[config.mk]
export PLATFORM = sky130hd
export DESIGN_NAME = tuner_i2c_regs
export DESIGN_NICKNAME = d
export VERILOG_FILES = /design/src/rtl/tuner_pkg.sv /design/src/rtl/tuner_bus_edge.sv /design/src/rtl/tuner_bus_fsm.sv /design/src/rtl/tuner_reg_bank.sv /design/src/rtl/tuner_i2c_regs.sv
export SDC_FILE = /design/constraint.sdc
export NUM_CORES = 1
export LEC_CHECK = 0
export BUFFER_PORTS_ARGS = -buffer_cell sky130_fd_sc_hd__buf_2
export CORE_MARGIN = 3
export CORE_UTILIZATION = 55
export DETAILED_ROUTE_END_ITERATION = 7
export PLACE_DENSITY = 0.76
export SYNTH_ARGS = -nofsm -noshare
export SYNTH_HDL_FRONTEND = slang
export SYNTH_SLANG_ARGS = --single-unit
[constraint.sdc]
create_clock -name clk -period 4.2 [get_ports clk]
set_input_delay 0.63 -clock clk [delete_from_list [all_inputs] [get_ports clk]]
set_output_delay 0.63 -clock clk [all_outputs]
set_load 0.02 [all_outputs]
[src/rtl/tuner_pkg.sv]
package tuner_pkg;

    localparam int DIV_W   = 16;
    localparam int CTRL_W  = 8;
    localparam int SW_W    = 5;
    localparam int IDX_W   = 3;
    localparam int BITS_W  = 4;

    typedef enum logic [2:0] {
        ST_IDLE,
        ST_ADDR,
        ST_ADDR_ACK,
        ST_SUB,
        ST_SUB_ACK,
        ST_DATA,
        ST_DATA_ACK,
        ST_SKIP
    } bus_state_t;

    typedef enum logic [1:0] {
        GRP_NONE,
        GRP_R,
        GRP_N
    } grp_t;

endpackage

[src/rtl/tuner_bus_edge.sv]
module tuner_bus_edge (
    input  logic clk,
    input  logic rst_n,
    input  logic scl_i,
    input  logic sda_i,
    output logic scl_rise_o,
    output logic scl_fall_o,
    output logic start_o,
    output logic stop_o
);

    logic scl_q;
    logic sda_q;

    // Idle bus level is high on both lines.
    always_ff @(posedge clk or negedge rst_n) begin
        if (!rst_n) begin
            scl_q <= 1'b1;
            sda_q <= 1'b1;
        end else begin
            scl_q <= scl_i;
            sda_q <= sda_i;
        end
    end

    always_comb begin
        scl_rise_o = !scl_q && scl_i;
        scl_fall_o = scl_q && !scl_i;
        // SDA moving while SCL is held high marks a bus condition.
        start_o    = scl_q && scl_i && sda_q && !sda_i;
        stop_o     = scl_q && scl_i && !sda_q && sda_i;
    end

endmodule

[src/rtl/tuner_bus_fsm.sv]
module tuner_bus_fsm
    import tuner_pkg::*;
#(
    parameter logic [5:0] DEV_ADDR_HI = 6'b110001,
    parameter logic [7:0] SUB_R       = 8'h00,
    parameter logic [7:0] SUB_N       = 8'h01
) (
    input  logic             clk,
    input  logic             rst_n,
    input  logic             sda_i,
    input  logic             addr_sel_i,
    input  logic             scl_rise_i,
    input  logic             scl_fall_i,
    input  logic             start_i,
    input  logic             stop_i,
    output logic             sda_oe_o,
    output logic             wr_stb_o,
    output grp_t             wr_grp_o,
    output logic [IDX_W-1:0] wr_idx_o,
    output logic [7:0]       wr_data_o
);

    localparam logic [BITS_W-1:0] BYTE_BITS = BITS_W'(8);
    localparam logic [IDX_W-1:0]  IDX_MAX   = {IDX_W{1'b1}};

    bus_state_t        state_q, state_d;
    logic [BITS_W-1:0] bits_q, bits_d;
    logic [7:0]        shreg_q, shreg_d;
    grp_t              grp_q, grp_d;
    logic [IDX_W-1:0]  idx_q, idx_d;

    logic byte_done;
    logic addr_hit;

    assign byte_done = scl_fall_i && (bits_q == BYTE_BITS);
    assign addr_hit  = (shreg_q[7:2] == DEV_ADDR_HI) &&
                       (shreg_q[1] == addr_sel_i) && !shreg_q[0];

    // State register
    always_ff @(posedge clk or negedge rst_n) begin
        if (!rst_n) begin
            state_q <= ST_IDLE;
            bits_q  <= '0;
            shreg_q <= '0;
            grp_q   <= GRP_NONE;
            idx_q   <= '0;
        end else begin
            state_q <= state_d;
            bits_q  <= bits_d;
            shreg_q <= shreg_d;
            grp_q   <= grp_d;
            idx_q   <= idx_d;
        end
    end

    // Next-state logic
    always_comb begin
        state_d = state_q;
        bits_d  = bits_q;
        shreg_d = shreg_q;
        grp_d   = grp_q;
        idx_d   = idx_q;
        if (start_i) begin
            state_d = ST_ADDR;
            bits_d  = '0;
            grp_d   = GRP_NONE;
            idx_d   = '0;
        end else if (stop_i) begin
            state_d = ST_IDLE;
            bits_d  = '0;
        end else begin
            unique case (state_q)
                ST_IDLE, ST_SKIP: begin
                end
                ST_ADDR, ST_SUB, ST_DATA: begin
                    if (scl_rise_i) begin
                        shreg_d = {shreg_q[6:0], sda_i};
                        bits_d  = bits_q + 1'b1;
                    end else if (byte_done) begin
                        bits_d = '0;
                        if (state_q == ST_ADDR) begin
                            state_d = addr_hit ? ST_ADDR_ACK : ST_SKIP;
                        end else if (state_q == ST_SUB) begin
                            state_d = ST_SUB_ACK;
                            if (shreg_q == SUB_R)      grp_d = GRP_R;
                            else if (shreg_q == SUB_N) grp_d = GRP_N;
                            else                       grp_d = GRP_NONE;
                        end else begin
                            state_d = ST_DATA_ACK;
                        end
                    end
                end
                ST_ADDR_ACK: begin
                    if (scl_fall_i) state_d = ST_SUB;
                end
                ST_SUB_ACK: begin
                    if (scl_fall_i) state_d = ST_DATA;
                end
                ST_DATA_ACK: begin
                    if (scl_fall_i) begin
                        state_d = ST_DATA;
                        if (idx_q != IDX_MAX) idx_d = idx_q + 1'b1;
                    end
                end
            endcase
        end
    end

    // Output logic
    always_comb begin
        sda_oe_o  = (state_q == ST_ADDR_ACK) || (state_q == ST_SUB_ACK) ||
                    (state_q == ST_DATA_ACK);
        wr_stb_o  = (state_q == ST_DATA) && byte_done && !start_i &&
                    !stop_i && (grp_q != GRP_NONE);
        wr_grp_o  = grp_q;
        wr_idx_o  = idx_q;
        wr_data_o = shreg_q;
    end

endmodule

[src/rtl/tuner_reg_bank.sv]
module tuner_reg_bank
    import tuner_pkg::*;
(
    input  logic              clk,
    input  logic              rst_n,
    input  logic              start_i,
    input  logic              stop_i,
    input  logic              wr_stb_i,
    input  grp_t              wr_grp_i,
    input  logic [IDX_W-1:0]  wr_idx_i,
    input  logic [7:0]        wr_data_i,
    output logic [DIV_W-1:0]  r_div_o,
    output logic [DIV_W-1:0]  n_div_o,
    output logic [CTRL_W-1:0] ctrl_o
);

    localparam logic [IDX_W-1:0] R_LAST = IDX_W'(2);
    localparam logic [IDX_W-1:0] N_LAST = IDX_W'(1);

    logic [CTRL_W-1:0] sh_ctrl;
    logic [DIV_W-1:0]  sh_r;
    logic [DIV_W-1:0]  sh_n;
    logic              r_full;
    logic              n_full;

    always_ff @(posedge clk or negedge rst_n) begin
        if (!rst_n) begin
            sh_ctrl <= '0;
            sh_r    <= '0;
            sh_n    <= '0;
            r_full  <= 1'b0;
            n_full  <= 1'b0;
            r_div_o <= '0;
            n_div_o <= '0;
            ctrl_o  <= '0;
        end else if (start_i) begin
            r_full <= 1'b0;
            n_full <= 1'b0;
        end else if (stop_i) begin
            if (r_full) begin
                ctrl_o  <= sh_ctrl;
                r_div_o <= sh_r;
            end
            if (n_full) n_div_o <= sh_n;
            r_full <= 1'b0;
            n_full <= 1'b0;
        end else if (wr_stb_i) begin
            if (wr_grp_i == GRP_R) begin
                case (wr_idx_i)
                    IDX_W'(0): sh_ctrl    <= wr_data_i;
                    IDX_W'(1): sh_r[15:8] <= wr_data_i;
                    R_LAST: begin
                        sh_r[7:0] <= wr_data_i;
                        r_full    <= 1'b1;
                    end
                    default: begin
                    end
                endcase
            end else if (wr_grp_i == GRP_N) begin
                case (wr_idx_i)
                    IDX_W'(0): sh_n[15:8] <= wr_data_i;
                    N_LAST: begin
                        sh_n[7:0] <= wr_data_i;
                        n_full    <= 1'b1;
                    end
                    default: begin
                    end
                endcase
            end
        end
    end

endmodule

[src/rtl/tuner_i2c_regs.sv]
module tuner_i2c_regs
    import tuner_pkg::*;
#(
    parameter logic [5:0] DEV_ADDR_HI = 6'b110001,
    parameter logic [7:0] SUB_R       = 8'h00,
    parameter logic [7:0] SUB_N       = 8'h01
) (
    input  logic              clk,
    input  logic              rst_n,
    input  logic              scl_i,
    input  logic              sda_i,
    input  logic              addr_sel_i,
    output logic              sda_oe_o,
    output logic [DIV_W-1:0]  r_div_o,
    output logic [DIV_W-1:0]  n_div_o,
    output logic [CTRL_W-1:0] status_o,
    output logic              band_fm_o,
    output logic              cp_fast_o,
    output logic [SW_W-1:0]   sw_port_o
);

    logic             scl_rise;
    logic             scl_fall;
    logic             start_p;
    logic             stop_p;
    logic             wr_stb;
    grp_t             wr_grp;
    logic [IDX_W-1:0] wr_idx;
    logic [7:0]       wr_data;

    tuner_bus_edge u_edge (
        .clk        (clk),
        .rst_n      (rst_n),
        .scl_i      (scl_i),
        .sda_i      (sda_i),
        .scl_rise_o (scl_rise),
        .scl_fall_o (scl_fall),
        .start_o    (start_p),
        .stop_o     (stop_p)
    );

    tuner_bus_fsm #(
        .DEV_ADDR_HI (DEV_ADDR_HI),
        .SUB_R       (SUB_R),
        .SUB_N       (SUB_N)
    ) u_fsm (
        .clk        (clk),
        .rst_n      (rst_n),
        .sda_i      (sda_i),
        .addr_sel_i (addr_sel_i),
        .scl_rise_i (scl_rise),
        .scl_fall_i (scl_fall),
        .start_i    (start_p),
        .stop_i     (stop_p),
        .sda_oe_o   (sda_oe_o),
        .wr_stb_o   (wr_stb),
        .wr_grp_o   (wr_grp),
        .wr_idx_o   (wr_idx),
        .wr_data_o  (wr_data)
    );

    tuner_reg_bank u_bank (
        .clk       (clk),
        .rst_n     (rst_n),
        .start_i   (start_p),
        .stop_i    (stop_p),
        .wr_stb_i  (wr_stb),
        .wr_grp_i  (wr_grp),
        .wr_idx_i  (wr_idx),
        .wr_data_i (wr_data),
        .r_div_o   (r_div_o),
        .n_div_o   (n_div_o),
        .ctrl_o    (status_o)
    );

    // Control byte decode
    assign band_fm_o = status_o[0];
    assign cp_fast_o = status_o[1];
    assign sw_port_o = status_o[2 +: SW_W];

endmodule

==> results of run 1 <==
synth_stat cells:
library cell / count / area (um^2)
o21ai_0: 7 / 35.03
or2_0: 1 / 6.260
o31ai_1: 2 / 15.01
o211ai_1: 1 / 7.510
nand4bb_4: 1 / 27.53
nand4b_1: 4 / 35.03
and3_1: 1 / 6.260
a21boi_0: 2 / 15.01
buf_6: 2 / 22.52
dfrtp_1: 102 / 2552
nor4_1: 1 / 6.260
nand3_1: 12 / 60.06
and4b_2: 1 / 11.26
or2b_2: 1 / 8.760
mux2_1: 1 / 11.26
and2b_2: 1 / 8.760
xnor2_1: 2 / 17.52
or4b_1: 1 / 10.01
a21bo_2: 1 / 10.01
inv_1: 9 / 33.78
and4b_1: 1 / 10.01
or3_1: 1 / 6.260
and3_2: 1 / 7.510
ha_1: 7 / 87.58
buf_2: 5 / 25.02
nand4bb_1: 1 / 11.26
nor2b_1: 1 / 6.260
xor2_1: 2 / 17.52
dfstp_2: 2 / 52.55
nand4_1: 3 / 18.77
mux2i_1: 1 / 10.01
nand2b_1: 2 / 12.51
nor2_1: 7 / 26.28
mux2_2: 81 / 912.1
buf_4: 9 / 67.56
mux2_4: 8 / 120.1
a211oi_1: 1 / 7.510
nor3_1: 6 / 30.03
nand2_1: 11 / 41.29
metrics by stage:
step | area [um^2] | setup WS (ns) | power, W | hold slack (ns)
final | 4892 | 2.044 | 0.002282 | 0.3853
after CTS | 4892 | 2.024 | 0.002301 | 0.3827
after global placement | 4649 | 1.853 | 0.001552 | 0.4704
after global routing | 4892 | 1.906 | 0.002407 | 0.3814
after floorplan | 4370 | 2.225 | 0.001462 | 0.3344
after detailed placement | 4649 | 1.800 | 0.001570 | 0.4668
registers in the layout (all words and copies together) (netlist names):
signal / cells
u_bank.ctrl_o: 8
u_edge.sda_q: 1
u_bank.r_div_o: 16
u_bank.r_full: 1
u_fsm.state_q: 3
u_fsm.bits_q: 4
u_fsm.wr_idx_o: 3
u_fsm.wr_grp_o: 2
u_bank.sh_r: 16
u_bank.n_div_o: 16
u_bank.sh_n: 16
u_edge.scl_q: 1
u_bank.sh_ctrl: 8
u_bank.n_full: 1
u_fsm.wr_data_o: 8
power by group through the flow:
stage	logic (W)	clock network (W)	registers, W
6_report	0.000302	0.000731	0.00125
5_1_grt	0.000343	0.000797	0.00127
4_1_cts	0.000305	0.000749	0.00125
3_5_place_dp	0.000303	0	0.00127
3_3_place_gp	0.000291	0	0.00126
2_1_floorplan	0.000286	0	0.00118
kinds of logic after synthesis:
logic type / after synthesis / share of synthesized area, %
AOI/OAI and AO/OA: 14 / 2.061
and+or+nand+nor: 58 / 8.017
DFF: 104 / 59.60
xor gates and xnor gates: 4 / 0.8017
muxes: 91 / 24.11
buffers and inverters: 25 / 3.407
adders and majority gates: 7 / 2.004
layout make-up:
cell class | instances | area, um^2
sequential | 104 | 2605
fill | 574 | 2594
multi-input combinational | 174 | 1617
timing repair buffer | 53 | 270.3
clock buffer | 10 | 127.6
tap | 99 | 123.9
clock inverter | 6 | 115.1
inverter | 9 | 33.78
worst max path at each step:
stage / slack, ns / startpoint / end
final: 2.04 / u_fsm.bits_q[0]$_DFFE_PN0P_ / u_bank.sh_r[7]$_DFFE_PN0P_
after global routing: 1.91 / u_fsm.bits_q[0]$_DFFE_PN0P_ / u_bank.sh_r[7]$_DFFE_PN0P_
after CTS: 2.02 / u_fsm.bits_q[0]$_DFFE_PN0P_ / u_bank.sh_r[7]$_DFFE_PN0P_
after detailed placement: 1.80 / sda_i / u_bank.ctrl_o[2]$_DFFE_PN0P_
after global placement: 1.85 / sda_i / u_bank.r_div_o[5]$_DFFE_PN0P_
after floorplan: 2.23 / scl_i / u_bank.sh_r[0]$_DFFE_PN0P_
per-layer routing:
layer  routed length (um)  GRT usage, %
met1                 3678         26.59
met2                 3654         29.97
met3                  315         2.920
met4                  132         7.933
met5                    0             0
worst register-to-register path: stages (launching register included):
cell	delay [ns]
dfrtp_1	0.43
inv_1	0.07
ha_1	0.19
nand4bb_4	0.14
or2_0	0.23
or3_1	0.60
mux2_4	0.39
==> impl_metrics.toml, run 1 <==
[run_status]
status = "finished clean"

[die]
io_pins = 53
core_mm2 = 0.007486
dieWidth_um = 95.14
dieArea_mm2 = 0.009052
initial_core_util_pct = 58.38
floorplan.rows = 31
fp.dieH_um = 95.14

[cts]
root_buffer = "clkbuf_8"
clk_pin_slew_ns = 0.09
h-tree-depth = 3
hold_buffers = 0
cts_tree = "yes"
numClockSinks = 104
numCtsBuffers = 9
post_cts_buffers = 0
clk_path_buf_depth = 2
cts-resized-gates = 0
clock_latency_ns = 0.36

[layout]
final_common_cell = "dfrtp_1"
final_nets = 363
diodes = 0
drive_gt1_share_pct = 46.35
stdcell_count = 455
layout_common_cells = "dfrtp_1, mux2_2, buf_2"
postLayoutCoreUtil_pct = 65.35
area_delta_synth_final_pct = 11.94

[critical_path]
crit_family = "simple AND/OR/NAND/NOR gates"
r2r_slack_ns = 2.04
start_kind = "register"
crit_chain = "inv_1 -> ha_1 -> nand4bb_4 -> or2_0 -> or3_1 -> mux2_4"
end_kind = "register"
cp.required_ns = 4.45
crit_slowest_cell = "or3_1"
reg2reg_depth = 6
worstReg2RegStart = "u_fsm.bits_q[0]$_DFFE_PN0P_"
worstPathArrival_ns = 2.40
cp.depth = 6
r2r-end = "u_bank.sh_r[7]$_DFFE_PN0P_"
critPathMaxStageDelay_ns = 0.60
crit_buf_inv = 1
crit_path_max_fanout = 9
crit_type = "register to register"

[timing]
clock_skew_ns = 0.01123
rsz0062_at_grt = "no"
fmax_ghz = 0.4638
final.setup.tns_ns = 0
fin_crit_ns = 2.156
setup_viol = 0
fin_crit_sh_pct = 51.34
drv_slew = 0
tightest_slew_ns = 1.034
relSlewSlack_pct = 30.92
hold_viol_final = 0

[route]
detail-route-antenna-nets = 0
firstDrtPassIters = 4
drtIter0Drc = 149
drcViolationCount = 0
wl_per_cell_um = 17.10
via_per_inst = 5.510
num_vias = 2507
wirelength_mm = 7.780

[place]
dpl.cell_count = 439
dp_hpwl_mm = 5.212
numPortBuffers = 52
place_congestion = 0.8852

[synthesis]
yosysWarnings = 0
postSynthAreaPerCell_um2 = 14.42
synth_cell_types = 39
syn_nets = 315
syn_area_mm2 = 0.004370
synthesis.instances = 303
synth_seq_cells = 104
synth_seq_area_share_pct = 59.60

[flow_run]
drv_cap = 0

[power_and_ir_drop]
combPwrFrac_pct = 13.3
switching_power_w = 0.0006555
p_per_area_mw_per_mm2 = 466.5
p_sw_share_pct = 28.72
irDropWorstVdd_mv = 0.2701
p_leak_nw = 2.630
clockPowerShare_pct = 32.0
seqPwrFrac_pct = 54.7
intPower_w = 0.001627

[grt]
grt_pass1_wl_mm = 12.98
antenna_found_initial = 0
grtUsageTotal_pct = 19.06
grt_max_degree = 72
overflow = 0
grt_pass1_vias = 2533

[min_path]
hp-class = "input pin to asynchronous set/reset pin"
Power figures use the tool's default switching activity.
==> inputs of run 2 (changes only) <==
==> constraint.sdc (replaced) <==
create_clock -name clk -period 2.19 [get_ports clk]
set_input_delay 0.3285 -clock clk [delete_from_list [all_inputs] [get_ports clk]]
set_output_delay 0.3285 -clock clk [all_outputs]
set_load 0.02 [all_outputs]
==> run 2 against run 1 <==
Via count down 1.6%. Sequential power increased by 92%. Wire length down 3.1%. Die area stayed put. Non-clock buffer count grew 4. Clock power up 52%. Core utilization down 0.22 points. Hold slack got worse by 0.35 ns. Sequential share of layout area rose by 0.18 points. Clock skew down 0.0030 ns. Global-route usage is 0.74 points lower. Largest power group unchanged.
==> impl_metrics.toml, run 2 (synthesized netlist as in run 1, its figures left out) <==
[power_and_ir_drop]
irDropWorstVdd_mv = 0.5044
p_sw_share_pct = 29.72
intPower_w = 0.002883
p_leak_nw = 2.626
power_w = 0.004101
combPwrFrac_pct = 14.3
seqPwrFrac_pct = 58.5
p_per_area_mw_per_mm2 = 841.2
switching_power_w = 0.001219
clockPowerShare_pct = 27.1

[cts]
numClockSinks = 104
clk_pin_slew_ns = 0.09
clk_path_buf_depth = 2
clock_latency_ns = 0.34
numCtsBuffers = 9
cts_tree = "yes"
h-tree-depth = 3
root_buffer = "clkbuf_8"

[critical_path]
crit_type = "register to register"
cp.required_ns = 2.42
crit_chain = "inv_1 -> ha_1 -> nand4bb_4 -> or2_0 -> or3_4 -> mux2_4"
crit_family = "simple AND/OR/NAND/NOR gates"
crit_path_max_fanout = 9
worstPathArrival_ns = 2.22
end_kind = "register"
crit_buf_inv = 1
crit_slowest_cell = "or3_4"
start_kind = "register"
critPathMaxStageDelay_ns = 0.47

[route]
wl_per_cell_um = 16.45
drtIter0Drc = 110
via_per_inst = 5.386
num_vias = 2467
wirelength_mm = 7.535
drcViolationCount = 0
firstDrtPassIters = 4
detail-route-antenna-nets = 0

[layout]
diodes = 0
area_delta_synth_final_pct = 11.57
stdcell_count = 458
layout_common_cells = "dfrtp_1, mux2_2, buf_2"
drive_gt1_share_pct = 46.52
final_common_cell = "dfrtp_1"
final_nets = 367
fillCellCount = 587

[timing]
fin_crit_ns = 1.989
hold_viol_final = 0
setup_ws_ns = 0.2012
drv_slew = 0
tightest_slew_ns = 0.5274
hold_ws_ns = 0.03989
clock_skew_ns = 0.008221
setup_viol = 0
final.setup.tns_ns = 0
relSlewSlack_pct = 64.47
fmax_ghz = 0.5028
fin_crit_sh_pct = 90.81
rsz0062_at_grt = "no"

[die]
io_pins = 53
fp.dieH_um = 95.14
core_mm2 = 0.007486
dieWidth_um = 95.14
floorplan.rows = 31
initial_core_util_pct = 58.38
dieArea_mm2 = 0.009052

[place]
dp_hpwl_mm = 5.041
numPortBuffers = 52
place_congestion = 0.7724
pre_cts_ws_ns = 0.07047
dpl.cell_count = 443

[grt]
antenna_found_initial = 0
overflow = 0
grt_pass1_wl_mm = 12.59
grtUsageTotal_pct = 18.32
grt_max_degree = 105
grt_pass1_vias = 2497

[flow_run]
drv_cap = 0

[min_path]
hp-class = "input pin to asynchronous set/reset pin"

[run_status]
status = "finished clean"
## run 2: metrics by stage
step | instance area, um^2 | util [%]
after floorplan | 4370 | -
after detailed placement | 4692 | 62.68
after CTS | 4871 | 65.07
after global placement | 4692 | 62.68
final | 4876 | 65.13
after global routing | 4876 | 65.13
## run 2: per-layer routing
| layer | routed length [um] | vias to the layer above | global-route usage [%] |
|---|---|---|---|
| li1 | - | 1165 | - |
| met4 | 106 | 0 | 7.332 |
| met1 | 3678 | 1237 | 26.48 |
| met2 | 3472 | 56 | 27.81 |
| met5 | 0 | - | 0 |
| met3 | 277 | 9 | 2.920 |
## run 2: worst paths after layout
path / cells past startpoint / slack [ns] / to / start
worst max-delay path: 6 / 0.20 / u_bank.sh_r[3]$_DFFE_PN0P_ / u_fsm.bits_q[0]$_DFFE_PN0P_
worst min-delay path: 2 / 0.04 / u_bank.ctrl_o[5]$_DFFE_PN0P_ / rst_n
worst max register to register: 6 / 0.20 / u_bank.sh_r[3]$_DFFE_PN0P_ / u_fsm.bits_q[0]$_DFFE_PN0P_
worst min register to register: 2 / 0.49 / u_bank.n_full$_DFFE_PN0P_ / u_bank.n_full$_DFFE_PN0P_
max in group asynchronous: 2 / 1.75 / u_edge.sda_q$_DFF_PN1_ / rst_n
min in group clk: 1 / 0.12 / u_edge.sda_q$_DFF_PN1_ / sda_i
## run 2: what timing repair did
item,CTS,global route
endpoints found under the hold margin,0,0
hold buffers,0,0
setup buffers,0,0
resized for setup,0,1
endpoints found under the setup margin,0,8
## run 2: area by class of cell
type                    instances  area, um^2  share of cell area (%)
well taps                      99       123.9                   2.540
flip-flops and latches        104        2605                   53.43
clock buffers                  12       135.1                   2.771
multi-input cells             174        1622                   33.26
inverters                       9       33.78                  0.6928
clock inverters                 3       43.79                  0.8981
repair buffers                 57       312.8                   6.415
## run 2: power by group through the flow
stage	Combinational (W)	Clock, W	Sequential (W)
floorplan	0.000549	0	0.00225
global placement	0.000562	0	0.00242
detailed placement	0.000587	0	0.00243
CTS	0.000593	0.00114	0.00240
global route	0.000664	0.00123	0.00244
finish	0.000588	0.00111	0.00240
## run 2: worst reg2reg max path: stages, from the launching register on
cell       delay [ns]
dfrtp_1          0.44
inv_1            0.08
ha_1             0.19
nand4bb_4        0.13
or2_0            0.24
or3_4            0.47
mux2_4           0.33
